`config.mk`:
```
export PLATFORM = sky130hd
export DESIGN_NAME = arith_flag_unit
export DESIGN_NICKNAME = d
export VERILOG_FILES = /design/src/rtl/afu_pkg.sv /design/src/rtl/afu_addsub.sv /design/src/rtl/afu_bitwise.sv /design/src/rtl/afu_flagsel.sv /design/src/rtl/afu_status.sv /design/src/rtl/arith_flag_unit.sv
export SDC_FILE = /design/constraint.sdc
export NUM_CORES = 1
export LEC_CHECK = 0
export BUFFER_PORTS_ARGS = -buffer_cell sky130_fd_sc_hd__buf_2
export CAP_MARGIN = 10
export CORE_ASPECT_RATIO = 0.7
export CORE_MARGIN = 2
export CORE_UTILIZATION = 40
export CTS_CLUSTER_SIZE = 8
export DETAILED_ROUTE_END_ITERATION = 12
export GPL_TIMING_DRIVEN = 0
export PLACE_DENSITY = 0.74
export SYNTH_ARGS = -nofsm -noshare
export SYNTH_HDL_FRONTEND = slang
export SYNTH_SLANG_ARGS = --single-unit
export TNS_END_PERCENT = 1
```
`constraint.sdc`:
```
create_clock -name clk -period 7.3 [get_ports clk]
set_input_delay 0 -clock clk [delete_from_list [all_inputs] [get_ports clk]]
set_output_delay 0 -clock clk [all_outputs]
set_load 0.005 [all_outputs]
```
`src/rtl/afu_pkg.sv`:
```
package afu_pkg;

   typedef enum logic [2:0] {
      OP_ADD  = 3'd0,
      OP_SUB  = 3'd1,
      OP_CMP  = 3'd2,
      OP_AND  = 3'd3,
      OP_OR   = 3'd4,
      OP_XOR  = 3'd5,
      OP_RSV6 = 3'd6,
      OP_RSV7 = 3'd7
   } afu_op_e;

   localparam int unsigned SR_C      = 0;
   localparam int unsigned SR_Z      = 1;
   localparam int unsigned SR_N      = 2;
   localparam int unsigned SR_IE     = 3;
   localparam int unsigned SR_CPUOFF = 4;
   localparam int unsigned SR_OSCOFF = 5;
   localparam int unsigned SR_SCG0   = 6;
   localparam int unsigned SR_SCG1   = 7;
   localparam int unsigned SR_V      = 8;
   localparam int unsigned SR_USED   = 9;

   typedef struct packed {
      logic v;
      logic n;
      logic z;
      logic c;
   } afu_flags_t;

   function automatic logic op_is_arith(afu_op_e o);
      return (o == OP_ADD) || (o == OP_SUB) || (o == OP_CMP);
   endfunction

   function automatic logic op_is_logic(afu_op_e o);
      return (o == OP_AND) || (o == OP_OR) || (o == OP_XOR);
   endfunction

   function automatic logic op_sets_flags(afu_op_e o);
      return op_is_arith(o) || op_is_logic(o);
   endfunction

   function automatic logic op_writes_back(afu_op_e o);
      return op_sets_flags(o) && (o != OP_CMP);
   endfunction

endpackage

```
`src/rtl/afu_addsub.sv`:
```
module afu_addsub #(
   parameter int unsigned DATA_W   = 16,
   parameter int unsigned NARROW_W = 8,
   parameter bit          RIPPLE   = 1'b0
) (
   input  logic [DATA_W-1:0] a,
   input  logic [DATA_W-1:0] b,
   input  logic              sub,
   output logic [DATA_W-1:0] sum,
   output logic              c_nar,
   output logic              c_full,
   output logic              v_nar,
   output logic              v_full
);

   logic [DATA_W-1:0] bx;

   initial begin
      assert (NARROW_W >= 2 && NARROW_W < DATA_W)
         else $error("afu_addsub: NARROW_W must lie in [2, DATA_W)");
   end

   assign bx = sub ? ~b : b;

   generate
      if (RIPPLE) begin : g_ripple
         logic [DATA_W:0] cy;
         assign cy[0] = sub;
         for (genvar i = 0; i < DATA_W; i++) begin : g_bit
            assign sum[i]  = a[i] ^ bx[i] ^ cy[i];
            assign cy[i+1] = (a[i] & bx[i]) | (cy[i] & (a[i] ^ bx[i]));
         end
         assign c_nar  = cy[NARROW_W];
         assign c_full = cy[DATA_W];
      end else begin : g_flat
         logic [DATA_W:0] tot;
         assign tot    = {1'b0, a} + {1'b0, bx} + {{DATA_W{1'b0}}, sub};
         assign sum    = tot[DATA_W-1:0];
         assign c_full = tot[DATA_W];
         // carry into the first bit above the narrow lane
         assign c_nar  = tot[NARROW_W] ^ a[NARROW_W] ^ bx[NARROW_W];
      end
   endgenerate

   assign v_nar  = (a[NARROW_W-1] == bx[NARROW_W-1]) && (sum[NARROW_W-1] != a[NARROW_W-1]);
   assign v_full = (a[DATA_W-1] == bx[DATA_W-1]) && (sum[DATA_W-1] != a[DATA_W-1]);

endmodule

```
`src/rtl/afu_bitwise.sv`:
```
module afu_bitwise
   import afu_pkg::*;
#(
   parameter int unsigned DATA_W = 16
) (
   input  afu_op_e           op,
   input  logic [DATA_W-1:0] a,
   input  logic [DATA_W-1:0] b,
   output logic [DATA_W-1:0] y
);

   always_comb begin
      unique case (op)
         OP_AND:  y = a & b;
         OP_OR:   y = a | b;
         OP_XOR:  y = a ^ b;
         default: y = '0;
      endcase
   end

endmodule

```
`src/rtl/afu_flagsel.sv`:
```
module afu_flagsel
   import afu_pkg::*;
#(
   parameter int unsigned DATA_W   = 16,
   parameter int unsigned NARROW_W = 8
) (
   input  afu_op_e           op,
   input  logic              byte_sel,
   input  logic [DATA_W-1:0] arith_sum,
   input  logic [DATA_W-1:0] logic_y,
   input  logic              c_nar,
   input  logic              c_full,
   input  logic              v_nar,
   input  logic              v_full,
   output logic [DATA_W-1:0] result,
   output afu_flags_t        flags
);

   localparam int unsigned UPPER_W = DATA_W - NARROW_W;

   logic [DATA_W-1:0] raw;
   logic              is_logic;

   assign is_logic = op_is_logic(op);
   assign raw      = is_logic ? logic_y : arith_sum;

   always_comb begin
      if (byte_sel) begin
         result = {{UPPER_W{1'b0}}, raw[NARROW_W-1:0]};
      end else begin
         result = raw;
      end
      flags.z = (result == '0);
      flags.n = byte_sel ? raw[NARROW_W-1] : raw[DATA_W-1];
      if (is_logic) begin
         flags.c = ~flags.z;
         flags.v = 1'b0;
      end else begin
         flags.c = byte_sel ? c_nar : c_full;
         flags.v = byte_sel ? v_nar : v_full;
      end
   end

endmodule

```
`src/rtl/afu_status.sv`:
```
module afu_status
   import afu_pkg::*;
#(
   parameter int unsigned DATA_W = 16
) (
   input  logic              clk,
   input  logic              rst_n,
   input  logic              wr_en,
   input  logic [DATA_W-1:0] wr_data,
   input  logic              upd_en,
   input  afu_flags_t        flags_in,
   output logic [DATA_W-1:0] sr
);

   localparam logic [DATA_W-1:0] USED_MASK =
      {{(DATA_W - SR_USED){1'b0}}, {SR_USED{1'b1}}};

   logic [DATA_W-1:0] sr_next;

   initial begin
      assert (DATA_W >= SR_USED)
         else $error("afu_status: DATA_W too narrow for the status layout");
   end

   always_comb begin
      sr_next = sr;
      if (wr_en) begin
         sr_next = wr_data & USED_MASK;
      end else if (upd_en) begin
         sr_next[SR_C] = flags_in.c;
         sr_next[SR_Z] = flags_in.z;
         sr_next[SR_N] = flags_in.n;
         sr_next[SR_V] = flags_in.v;
      end
   end

   always_ff @(posedge clk or negedge rst_n) begin
      if (!rst_n) begin
         sr <= '0;
      end else begin
         sr <= sr_next;
      end
   end

   // software write wins and reserved bits are cleared
   p_direct_wins_r8: assert property (@(posedge clk) disable iff (!rst_n)
      wr_en |=> (sr == ($past(wr_data) & USED_MASK)));

   // reserved bits never become set
   p_reserved_zero_r8: assert property (@(posedge clk) disable iff (!rst_n)
      (sr & ~USED_MASK) == '0);

   // a flag update leaves interrupt-enable and power bits alone
   p_ctrl_kept_r7: assert property (@(posedge clk) disable iff (!rst_n)
      (upd_en && !wr_en) |=> (sr[SR_SCG1:SR_IE] == $past(sr[SR_SCG1:SR_IE])));

endmodule

```
`src/rtl/arith_flag_unit.sv`:
```
module arith_flag_unit
   import afu_pkg::*;
#(
   parameter int unsigned DATA_W   = 16,
   parameter int unsigned NARROW_W = 8,
   parameter bit          RIPPLE   = 1'b0
) (
   input  logic              clk,
   input  logic              rst_n,
   input  logic              op_valid,
   input  logic [2:0]        op_code,
   input  logic              byte_sel,
   input  logic [DATA_W-1:0] opnd_a,
   input  logic [DATA_W-1:0] opnd_b,
   input  logic              sr_wr_en,
   input  logic [DATA_W-1:0] sr_wr_data,
   output logic [DATA_W-1:0] result,
   output logic              result_wr,
   output logic [DATA_W-1:0] sr_q,
   output logic              irq_en,
   output logic              cpu_off,
   output logic              osc_off,
   output logic              sclk_gate0,
   output logic              sclk_gate1,
   output logic              all_active
);

   afu_op_e           op;
   logic              is_sub;
   logic [DATA_W-1:0] arith_sum;
   logic [DATA_W-1:0] logic_y;
   logic              c_nar, c_full, v_nar, v_full;
   afu_flags_t        flags;
   logic              upd_en;

   assign op     = afu_op_e'(op_code);
   assign is_sub = (op == OP_SUB) || (op == OP_CMP);

   afu_addsub #(
      .DATA_W   (DATA_W),
      .NARROW_W (NARROW_W),
      .RIPPLE   (RIPPLE)
   ) i_addsub (
      .a      (opnd_a),
      .b      (opnd_b),
      .sub    (is_sub),
      .sum    (arith_sum),
      .c_nar  (c_nar),
      .c_full (c_full),
      .v_nar  (v_nar),
      .v_full (v_full)
   );

   afu_bitwise #(
      .DATA_W (DATA_W)
   ) i_bitwise (
      .op (op),
      .a  (opnd_a),
      .b  (opnd_b),
      .y  (logic_y)
   );

   afu_flagsel #(
      .DATA_W   (DATA_W),
      .NARROW_W (NARROW_W)
   ) i_flagsel (
      .op        (op),
      .byte_sel  (byte_sel),
      .arith_sum (arith_sum),
      .logic_y   (logic_y),
      .c_nar     (c_nar),
      .c_full    (c_full),
      .v_nar     (v_nar),
      .v_full    (v_full),
      .result    (result),
      .flags     (flags)
   );

   assign upd_en    = op_valid && op_sets_flags(op);
   assign result_wr = op_valid && op_writes_back(op);

   afu_status #(
      .DATA_W (DATA_W)
   ) i_status (
      .clk      (clk),
      .rst_n    (rst_n),
      .wr_en    (sr_wr_en),
      .wr_data  (sr_wr_data),
      .upd_en   (upd_en),
      .flags_in (flags),
      .sr       (sr_q)
   );

   assign irq_en     = sr_q[SR_IE];
   assign cpu_off    = sr_q[SR_CPUOFF];
   assign osc_off    = sr_q[SR_OSCOFF];
   assign sclk_gate0 = sr_q[SR_SCG0];
   assign sclk_gate1 = sr_q[SR_SCG1];
   assign all_active = ~|sr_q[SR_SCG1:SR_CPUOFF];

   // compare never requests write-back
   p_cmp_no_wb_r3: assert property (@(posedge clk) disable iff (!rst_n)
      (op_valid && op_code == 3'd2) |-> !result_wr);

   // after a logic update, C is the inverse of Z and V is clear
   p_logic_flags_r4: assert property (@(posedge clk) disable iff (!rst_n)
      (op_valid && !sr_wr_en && op_code inside {3'd3, 3'd4, 3'd5})
      |=> (sr_q[SR_C] == !sr_q[SR_Z]) && !sr_q[SR_V]);

   // byte width leaves the upper result bits clear
   p_byte_upper_r6: assert property (@(posedge clk) disable iff (!rst_n)
      (op_valid && byte_sel) |-> (result[DATA_W-1:NARROW_W] == '0));

   // idle or unused codes leave the register unchanged
   p_idle_hold_r9: assert property (@(posedge clk) disable iff (!rst_n)
      (!sr_wr_en && (!op_valid || op_code > 3'd5)) |=> $stable(sr_q));

endmodule

```
# ---- Word-level counts from Yosys, hierarchy flattened
# Index checks and enable logic that the tools add are counted.
dict set report op_classes {
  n_addsub 2
  multipliers 0
  div 0
  n_lt_le_gt_ge 0
  n_eq_ne 10
  n_shift 0
  mux 13
  bitwise_logic 7
  reduce_logical 16
}
# cell n
set op_table {}
lappend op_table {{$mux 16} 3}
lappend op_table {{$pmux 16 s3} 1}
lappend op_table {{$add 16x16->17} 1}
lappend op_table {{$add 17x1->17} 1}
lappend op_table {{$and 16x16->16} 1}
lappend op_table {{$logic_not 16->1} 1}
lappend op_table {{$not 16->16} 1}
lappend op_table {{$or 16x16->16} 1}
lappend op_table {{$xor 16x16->16} 1}
lappend op_table {{$mux 1} 7}
lappend op_table {{$eq 3x2->1 const B} 2}
lappend op_table {{$eq 3x3->1 const B} 2}
lappend op_table {{$logic_or 1x1->1} 6}
lappend op_table {{$mux 3} 2}
lappend op_table {{$logic_and 1x1->1} 5}
lappend op_table {{$reduce_or 4->1} 1}
lappend op_table {{$eq 3x1->1 const B} 1}
lappend op_table {{$logic_not 3->1} 1}
lappend op_table {{$ne 3x2->1 const B} 1}
lappend op_table {{$eq 1x1->1} 2}
lappend op_table {{$ne 1x1->1} 2}
lappend op_table {{$reduce_bool 2->1} 1}
lappend op_table {{$xor 1x1->1} 2}
lappend op_table {{$logic_not 1->1} 1}
lappend op_table {{$not 1->1} 1}
dict set report totals {
  ff_bits 9
  latch_bits 0
  mem_bits_rw 0
  mem_bits_ro 0
  out_inout_bits 39
  word_cells 50
  n_memories 0
}

# ---- Longest topological paths before layout
# Gate-level depths: netlist (run 1).
dict set report logic_depth {
  depth_word 12
  depth_mapped 16
  mapped_depth_nobuf 14
}

# ---- By module
# Synthesis (run 1) repeated with hierarchy kept, for this count alone.
dict set report unflattened {
  hier_cells 353
  hier_area_um2 2952.8
}
# mod instances cells_per_inst area_per_inst_um2 seq_area_each_um2
set modules_own_cells {}
lappend modules_own_cells {afu_addsub 1 118 957.2 0.0}
lappend modules_own_cells {afu_bitwise 1 121 942.2 0.0}
lappend modules_own_cells {afu_flagsel 1 67 539.3 0.0}
lappend modules_own_cells {afu_status 1 36 436.7 225.2}
lappend modules_own_cells {arith_flag_unit 1 11 77.6 0.0}

# ---- Worst setup path before layout (run 1)
# Ideal clock, no wire load.
dict set report synth_timing {
  path_type {input -> register}
  startpoint {input port op_code[0]}
  endpoint {register i_status.sr[1]}
  setup_time_ns 0.065
  arrival_time_ns 4.069
  t_required_ns 7.235
  slack_ns 3.166
  path_stages 14
  n_path_buf 2
  cell_sequence {buf_6 -> xnor2_1 -> nor2_1 -> clkbuf_1 -> xnor2_1 -> fa_1 -> nor2b_1 -> a211oi_1 -> a21oi_1 -> or4_1 -> or4_1 -> or4b_1 -> nor4_1 -> o22a_1}
}
dict set report synth_between {
  elab_chain_cells 10
}
# element line_no
set synth_rtl {}
lappend synth_rtl {{start: declaration} arith_flag_unit.sv:11} ;# input logic [2:0] op_code,
lappend synth_rtl {{$eq 3x1->1 / $eq 3x2->1 (equally long branches)} arith_flag_unit.sv:37} ;# assign is_sub = (op == OP_SUB) || (op == OP_CMP);
lappend synth_rtl {{$logic_or 1x1->1} arith_flag_unit.sv:37}
lappend synth_rtl {{$mux 16} afu_addsub.sv:23} ;# assign bx = sub ? ~b : b;
lappend synth_rtl {{$add 16x16->17} afu_addsub.sv:37} ;# assign tot = {1'b0, a} + {1'b0, bx} + {{DATA_W{1'b0}}, sub};
lappend synth_rtl {{$add 17x1->17} afu_addsub.sv:37}
lappend synth_rtl {{$mux 16 *} afu_flagsel.sv:25} ;# assign raw = is_logic ? logic_y : arith_sum;
lappend synth_rtl {{$mux 16 *} afu_flagsel.sv:28} ;# if (byte_sel) begin
lappend synth_rtl {{via result[1]} arith_flag_unit.sv:17} ;# output logic [DATA_W-1:0] result,
lappend synth_rtl {{$logic_not 16->1 *} afu_flagsel.sv:33} ;# flags.z = (result == '0);
lappend synth_rtl {{$mux 3 *} afu_status.sv:29} ;# end else if (upd_en) begin
lappend synth_rtl {{$mux 3 *} afu_status.sv:27} ;# if (wr_en) begin
lappend synth_rtl {{end signal: assignment} afu_status.sv:41} ;# sr <= sr_next;
lappend synth_rtl {{end: declaration} afu_status.sv:12} ;# output logic [DATA_W-1:0] sr
# The timed path passes the listed nets; every way through them passes the cells marked *. The select of a mux whose other input is x is not followed.
# A chain may end at the register's enable or synchronous reset.

# ---- Final worst setup path (run 1)
dict set report layout_timing {
  startpoint {input port op_code[2]}
  endpoint {register i_status.sr[1]}
}
dict set report layout_between {
  elab_chain_cells 10
}
# element line_no
set layout_rtl {}
lappend layout_rtl {{$eq 3x1->1 / $eq 3x2->1 (equally long branches)} {afu_pkg.sv:33, arith_flag_unit.sv:37}}
lappend layout_rtl {{$logic_or 1x1->1} arith_flag_unit.sv:37}
lappend layout_rtl {{$mux 16} afu_addsub.sv:23}
lappend layout_rtl {{$add 16x16->17} afu_addsub.sv:37}
lappend layout_rtl {{$add 17x1->17} afu_addsub.sv:37}
lappend layout_rtl {{$mux 16} afu_flagsel.sv:25}
lappend layout_rtl {{$mux 16} afu_flagsel.sv:28}
lappend layout_rtl {{$logic_not 16->1} afu_flagsel.sv:33}
lappend layout_rtl {{$mux 3} afu_status.sv:29}
lappend layout_rtl {{$mux 3} afu_status.sv:27}
# Parallel ways exist; a longest one is shown, timed or not. The select of a mux whose other input is x is not followed.

==> results of run 1 <==
## metal layers
layer	wire length, µm	GRT usage	vias up
li1	-	-	1390
met1	3710	0.280	1302
met2	3250	0.304	131
met3	558	0.0172	16
met4	155	0.0607	0
met5	0	0	-
## final timing paths
path	from	to	depth (start not counted)
worst min register to register	i_status.sr[3]	i_status.sr[3]	1
worst max-delay path	op_code[2]	i_status.sr[1]	14
min in group asynchronous	rst_n	i_status.sr[5]	2
worst max register to register	i_status.sr[0]	i_status.sr[0]	3
max in group asynchronous	rst_n	i_status.sr[3]	2
worst min-delay path	sr_wr_data[1]	i_status.sr[1]	2
## power breakdown
group | leakage, nW | internal, mW | switching [mW]
clock | 0.0228 | 0.0380 | 0.0194
sequential | 0.107 | 0.0554 | 0.00374
combinational | 1.62 | 0.138 | 0.167
total | 1.75 | 0.232 | 0.190
## cell families (layout without fill, tap and decap cells)
family                     Yosys count  in the layout  synth area share
AOI/OAI and AO/OA                   89             89             0.210
and+or+nand+nor                     82             82             0.157
buffers and inverters               69            156             0.123
adders and majority gates           56             56             0.262
xor gates and xnor gates            32             32             0.109
muxes                               14             14            0.0542
DFF                                  9              9            0.0833
other                                1              7           0.00139
## cells in the mapped netlist (2+ instances only)
cell,n
a2111oi_0,2
a211oi_1,7
a21boi_0,2
a21o_1,4
a21oi_1,25
a22oi_1,3
a311oi_1,3
and3_1,3
buf_2,2
buf_4,13
buf_6,3
clkbuf_1,6
dfrtp_1,9
ha_1,55
inv_1,44
mux2_2,5
mux2i_1,9
nand2_1,25
nand2_4,2
nand2b_1,3
nand3_1,8
nand4_1,2
nor2_1,18
nor3_1,3
nor3b_1,2
nor4_1,4
o21a_1,2
o21ai_0,21
o22a_1,2
o22ai_1,7
o41ai_1,2
or4_1,3
xnor2_1,30
## area by class of cell
| cell class | count | area (µm²) |
|---|---|---|
| multi-input combinational | 280 | 2170 |
| tap | 94 | 118 |
| clock buffer | 4 | 45.0 |
| fill | 654 | 3300 |
| inverter | 44 | 165 |
| buffer | 25 | 168 |
| sequential | 9 | 225 |
| timing repair buffer | 83 | 440 |
## metrics by stage
stage	power (mW)	setup slack (ps)	cell area, µm²
final	0.422	2380	3330
after global routing	0.457	2160	3330
after CTS	0.419	2440	3330
after detailed placement	0.357	2220	3230
after global placement	0.350	2290	3230
after floorplan	0.264	3170	2730
## critical path, stage by stage
cell	delay (ps)
buf_2	120
buf_4	160
nor2_1	680
clkbuf_1	720
xnor2_1	230
fa_1	510
nor2b_1	140
a211oi_1	230
a21oi_1	110
or4_1	560
or4_1	490
or4b_1	550
nor4_1	380
o22a_1	200
## timing repair
action,4_1_cts,5_1_grt
setup buffers,0,0
hold buffers,5,0
endpoints found under the hold margin,13,0
setup endpoints to repair,0,0
resized for setup,0,0
==> impl_metrics.toml, run 1 <==
[worst_setup_path]
worst-endpoint-arrival_ps = 5100
worstSetupPathType = "input pin to flip-flop"
cp_max_fo = 10
setup.worst_path.end_class = "flip-flop"
ff2ff_setup_slack_ps = 6160
start_kind = "input pin"
worstPathRequired_ps = 7470

[route]
ant_nets = 0
drtIter0Drc = 138
drc = 0
vias = 2839
totalWireLength_um = 7670
wl_per_cell_um = 14.2
dr.pass1.iters = 4
vias_per_cell = 5.27

[synthesis]
syn_area_um2 = 2700
yosysTopAreaCell = "ha_1"
synth_cells = 352
synthArstFlopShare = 1.00
synth_area_leaders = "ha_1 25%, xnor2_1 9.7%, dfrtp_1 8.3%"
synth_top_cell_area_share = 0.255
ys_ff_latch = 9
ys_seq_area_frac = 0.0833
avgSynthCellArea_um2 = 7.68
synth_edf_count = 0
synth_ff_type = "dfrtp_1"
yosysUniqueCellTypes = 56
ys_warn_count = 0

[sta]
fin_hold_ws_ps = 4.62
tns_ps = 0
fin_skew_ps = 0
worst_pin_slew_ps = 869
setup_viol = 0
finalWorstPathRequiredPeriod_ps = 4920
maxSlewViolCount = 0
timing.slew.headroom = 0.419
hold_viol = 0
rsz0062_at_grt = "no"
fmax_mhz = 203
fin_crit_sh = 0.675

[clock_network]
cts_tree = "built"
clkSlewWorstSetupHoldPaths_ps = 50
h-tree-depth = 1
clock-sinks = 9
cts_buffer_depth = 2
numCtsBuffers = 3
root_buffer = "clkbuf_8"
clock_latency_ps = 230

[die]
start_util = 0.408
die_y_um = 72.8
num_rows = 25
die_w_um = 102
ios = 95
die_area_um2 = 7440
core_area_um2 = 6630

[layout]
final_core_util = 0.502
final_common_cell = "buf_2"
largest_reg_flops = 9
final_layout_size_suffix_gt1_frac = 0.245
fin_cells = 539
areaGrowthSynthToFinish_pct = 23.1
final_cell_mix = "80 x buf_2, 55 x ha_1, 44 x inv_1"
antenna_cells = 0
fin_nets = 558
regMostFlops = "i_status.sr"
largest_registers = "i_status.sr x9"

[placement]
port_buffers = 78
routabilityCongestion = 0.942
hpwl_um = 6190
dpl.cell_count = 530

[grt]
grt_antenna_before_repair = 0
grt_max_degree = 11
grt_pass1_vias = 2538
grt_usage = 0.194
grt_pass1_wl_um = 11600
grt_overflow = 0

[status]
status = "completed"

[power]
p_leak_nw = 1.75
ir_drop_mv = 0.0456
power-per-cell-area_nw_per_um2 = 127

[min_path]
hp-class = "input pin to flip-flop"

[run]
max-cap-violations = 0
Power figures use the tool's default switching activity.
==> run 2, diff against run 1 <==
--- a/config.mk
+++ b/config.mk
@@ -5,6 +5,7 @@
 export SDC_FILE = /design/constraint.sdc
 export NUM_CORES = 1
 export LEC_CHECK = 0
+export ABC_AREA = 1
 export BUFFER_PORTS_ARGS = -buffer_cell sky130_fd_sc_hd__buf_2
 export CAP_MARGIN = 10
 export CORE_ASPECT_RATIO = 0.7
==> constraint.sdc (replaced) <==
create_clock -name clk -period 4.95 [get_ports clk]
set_input_delay 0 -clock clk [delete_from_list [all_inputs] [get_ports clk]]
set_output_delay 0 -clock clk [all_outputs]
set_load 0.005 [all_outputs]
==> run 2 against run 1 <==
  * Wire length is 13% higher
  * Sequential cell count stayed put
  * First-iteration DRC count is 130% higher
  * Sequential share of layout area is 0.32 points lower
  * Largest power group unchanged
  * Core utilization is 1.0 points higher
  * Combinational power is 40% higher
  * Critical endpoint is now i_status.sr[0]
  * Register-to-register slack worse by 1900 ps
  * Critical path depth is 8 higher
  * Power is 42% higher
==> impl_metrics.toml, run 2 <==
[route]
dr.pass1.iters = 5
wl_per_cell_um = 13.5
vias = 3219
ant_nets = 0
vias_per_cell = 4.99
totalWireLength_um = 8680
drc = 0
drtIter0Drc = 314

[sta]
setup_viol = 0
finalWorstPathRequiredPeriod_ps = 3320
worst_pin_slew_ps = 837
maxSlewViolCount = 0
fmax_mhz = 301
fin_skew_ps = 0
timing.slew.headroom = 0.442
fin_crit_sh = 0.672
rsz0062_at_grt = "no"
tns_ps = 0
hold_viol = 0

[min_path]
min-delay-start = "sr_wr_data[2]"
hp-class = "input pin to flip-flop"

[placement]
port_buffers = 79
hpwl_um = 6910
placedInstanceArea_um2 = 3370
routabilityCongestion = 0.915

[die]
start_util = 0.415
core_area_um2 = 6820
die_y_um = 74.4
num_rows = 25
die_w_um = 105
die_area_um2 = 7780
ios = 95

[synthesis]
yosysUniqueCellTypes = 38
syn_area_um2 = 2830
yosysTopAreaCell = "ha_1"
ys_seq_area_frac = 0.0795
synth_commonest_cells = "111 x nand2_1, 76 x inv_1, 55 x ha_1"
synth_edf_count = 0
synth_top_cell_area_share = 0.243
avgSynthCellArea_um2 = 6.24
synth_most_common_cell = "nand2_1"
ys_ff_latch = 9
ys_warn_count = 0
synth_area_leaders = "ha_1 24%, nand2_1 15%, inv_1 10%"
synth_ff_type = "dfrtp_1"
synthArstFlopShare = 1.00
synth_cells = 454

[worst_setup_path]
worstSetupPathType = "input pin to flip-flop"
start_kind = "input pin"
cp-endpoint = "i_status.sr[0]"
worstPathRequired_ps = 5070
reg2regPathDepth = 2
reg2reg_from = "i_status.sr[6]"
setup.worst_path.end_class = "flip-flop"
startpoint = "op_code[1]"
cp_max_fo = 10
worst-endpoint-arrival_ps = 3440
ff2ff_setup_slack_ps = 4280
rr_endpoint = "i_status.sr[6]"

[clock_network]
clock-sinks = 9
clkSlewWorstSetupHoldPaths_ps = 40
root_buffer = "clkbuf_8"
numCtsBuffers = 3
clock_latency_ps = 230
cts_resized = 0
cts_tree = "built"
cts_buffer_depth = 2
h-tree-depth = 1

[layout]
final_common_cell = "nand2_1"
final_cell_mix = "111 x nand2_1, 82 x buf_2, 76 x inv_1"
areaGrowthSynthToFinish_pct = 23.3
stdcell_area_um2 = 3490
antenna_cells = 0
largest_registers = "i_status.sr x9"
largest_reg_flops = 9
regMostFlops = "i_status.sr"
fin_nets = 664
final_layout_size_suffix_gt1_frac = 0.216

[power]
power-per-cell-area_nw_per_um2 = 171
p_leak_nw = 2.09
ir_drop_mv = 0.0923
power_mw = 0.599

[status]
status = "completed"

[grt]
grt_pass1_vias = 2845
grt_pass1_wl_um = 14000
grt_max_degree = 11
grt_usage = 0.219
grt_antenna_before_repair = 0
grt_overflow = 0

[run]
max-cap-violations = 0
-- run 2: cell count changes after synthesis, sizes merged, moves of 17 or more --
cell and change:
xor2 +17, xnor2 -30, nand2 +96, inv +36
nand3 +32
-- run 2: area by class of cell --
cell class                 instances  area, µm²
buffer                            20        139
clock buffer                       4       45.0
fill                             719       3330
inverter                          81        304
multi-input combinational        350       2190
sequential                         9        225
tap                               94        118
timing repair buffer              87        475
-- run 2: cell families (layout without fill, tap and decap cells) --
logic type                 after synthesis  count (layout)  share of synthesized area
AOI/OAI and AO/OA                       66              66                      0.137
other                                    1               7                    0.00132
DFF                                      9               9                     0.0795
and+or+nand+nor                        203             203                      0.320
adders and majority gates               56              56                      0.250
buffers and inverters                  101             192                      0.156
xor gates and xnor gates                18              18                     0.0557
-- run 2: critical path, cell delays in order --
cell and delay, ps:
buf_2 150, nand2_2 100, nand3_4 200, buf_1 670, xor2_1 230, fa_1 510, nand3_1 140, nand2_1 140
nand2_1 90, nand2_1 110, nand2_1 110, nand2_1 70, nand2_1 60, nand3_1 60, nand2_1 120, nand3_1 90
nor2_1 150, nand2_1 140, o21bai_1 160, nand2_1 60, nand2_1 50, nand2_1 40
-- run 2: routing by layer --
| metal | vias to the layer above | GRT usage | part of all wire |
|---|---|---|---|
| met5 | - | 0 | 0 |
| met4 | 0 | 0.0104 | 0.0016 |
| met3 | 2 | 0.0219 | 0.084 |
| met2 | 144 | 0.351 | 0.41 |
| met1 | 1438 | 0.334 | 0.51 |
| li1 | 1635 | - | - |
-- run 2: where the power goes --
group | leakage, nW | switching (mW) | total, mW | internal (mW)
Combinational | 1.96 | 0.260 | 0.427 | 0.167
Clock | 0.0228 | 0.0289 | 0.0850 | 0.0561
Sequential | 0.109 | 0.00564 | 0.0870 | 0.0814
Total | 2.09 | 0.294 | 0.599 | 0.305
-- run 2: how the worst min path moves through the flow --
stage | cells past startpoint | slack (ps) | end
after floorplan | 0 | -300 | i_status.sr[0]
after global placement | 1 | -140 | i_status.sr[4]
after detailed placement | 1 | -130 | i_status.sr[4]
after CTS | 3 | 100 | i_status.sr[2]
after global routing | 3 | 130 | i_status.sr[2]
final | 3 | 100 | i_status.sr[2]
-- run 2: through the flow --
step                      hold WS, ps  worst slack, ps   util  instances
after floorplan                  -296             2400      -        460
after detailed placement         -128             1510  0.494        633
final                            98.7             1630  0.512        645
after global routing              130             1340  0.512        645
after CTS                        98.4             1740  0.512        645
after global placement           -138             1520  0.494        633
-- run 2: repair_timing --
item | 4_1_cts | 5_1_grt
buffers inserted | 0 | 0
hold buffers | 8 | 0
hold endpoints to repair | 16 | 0
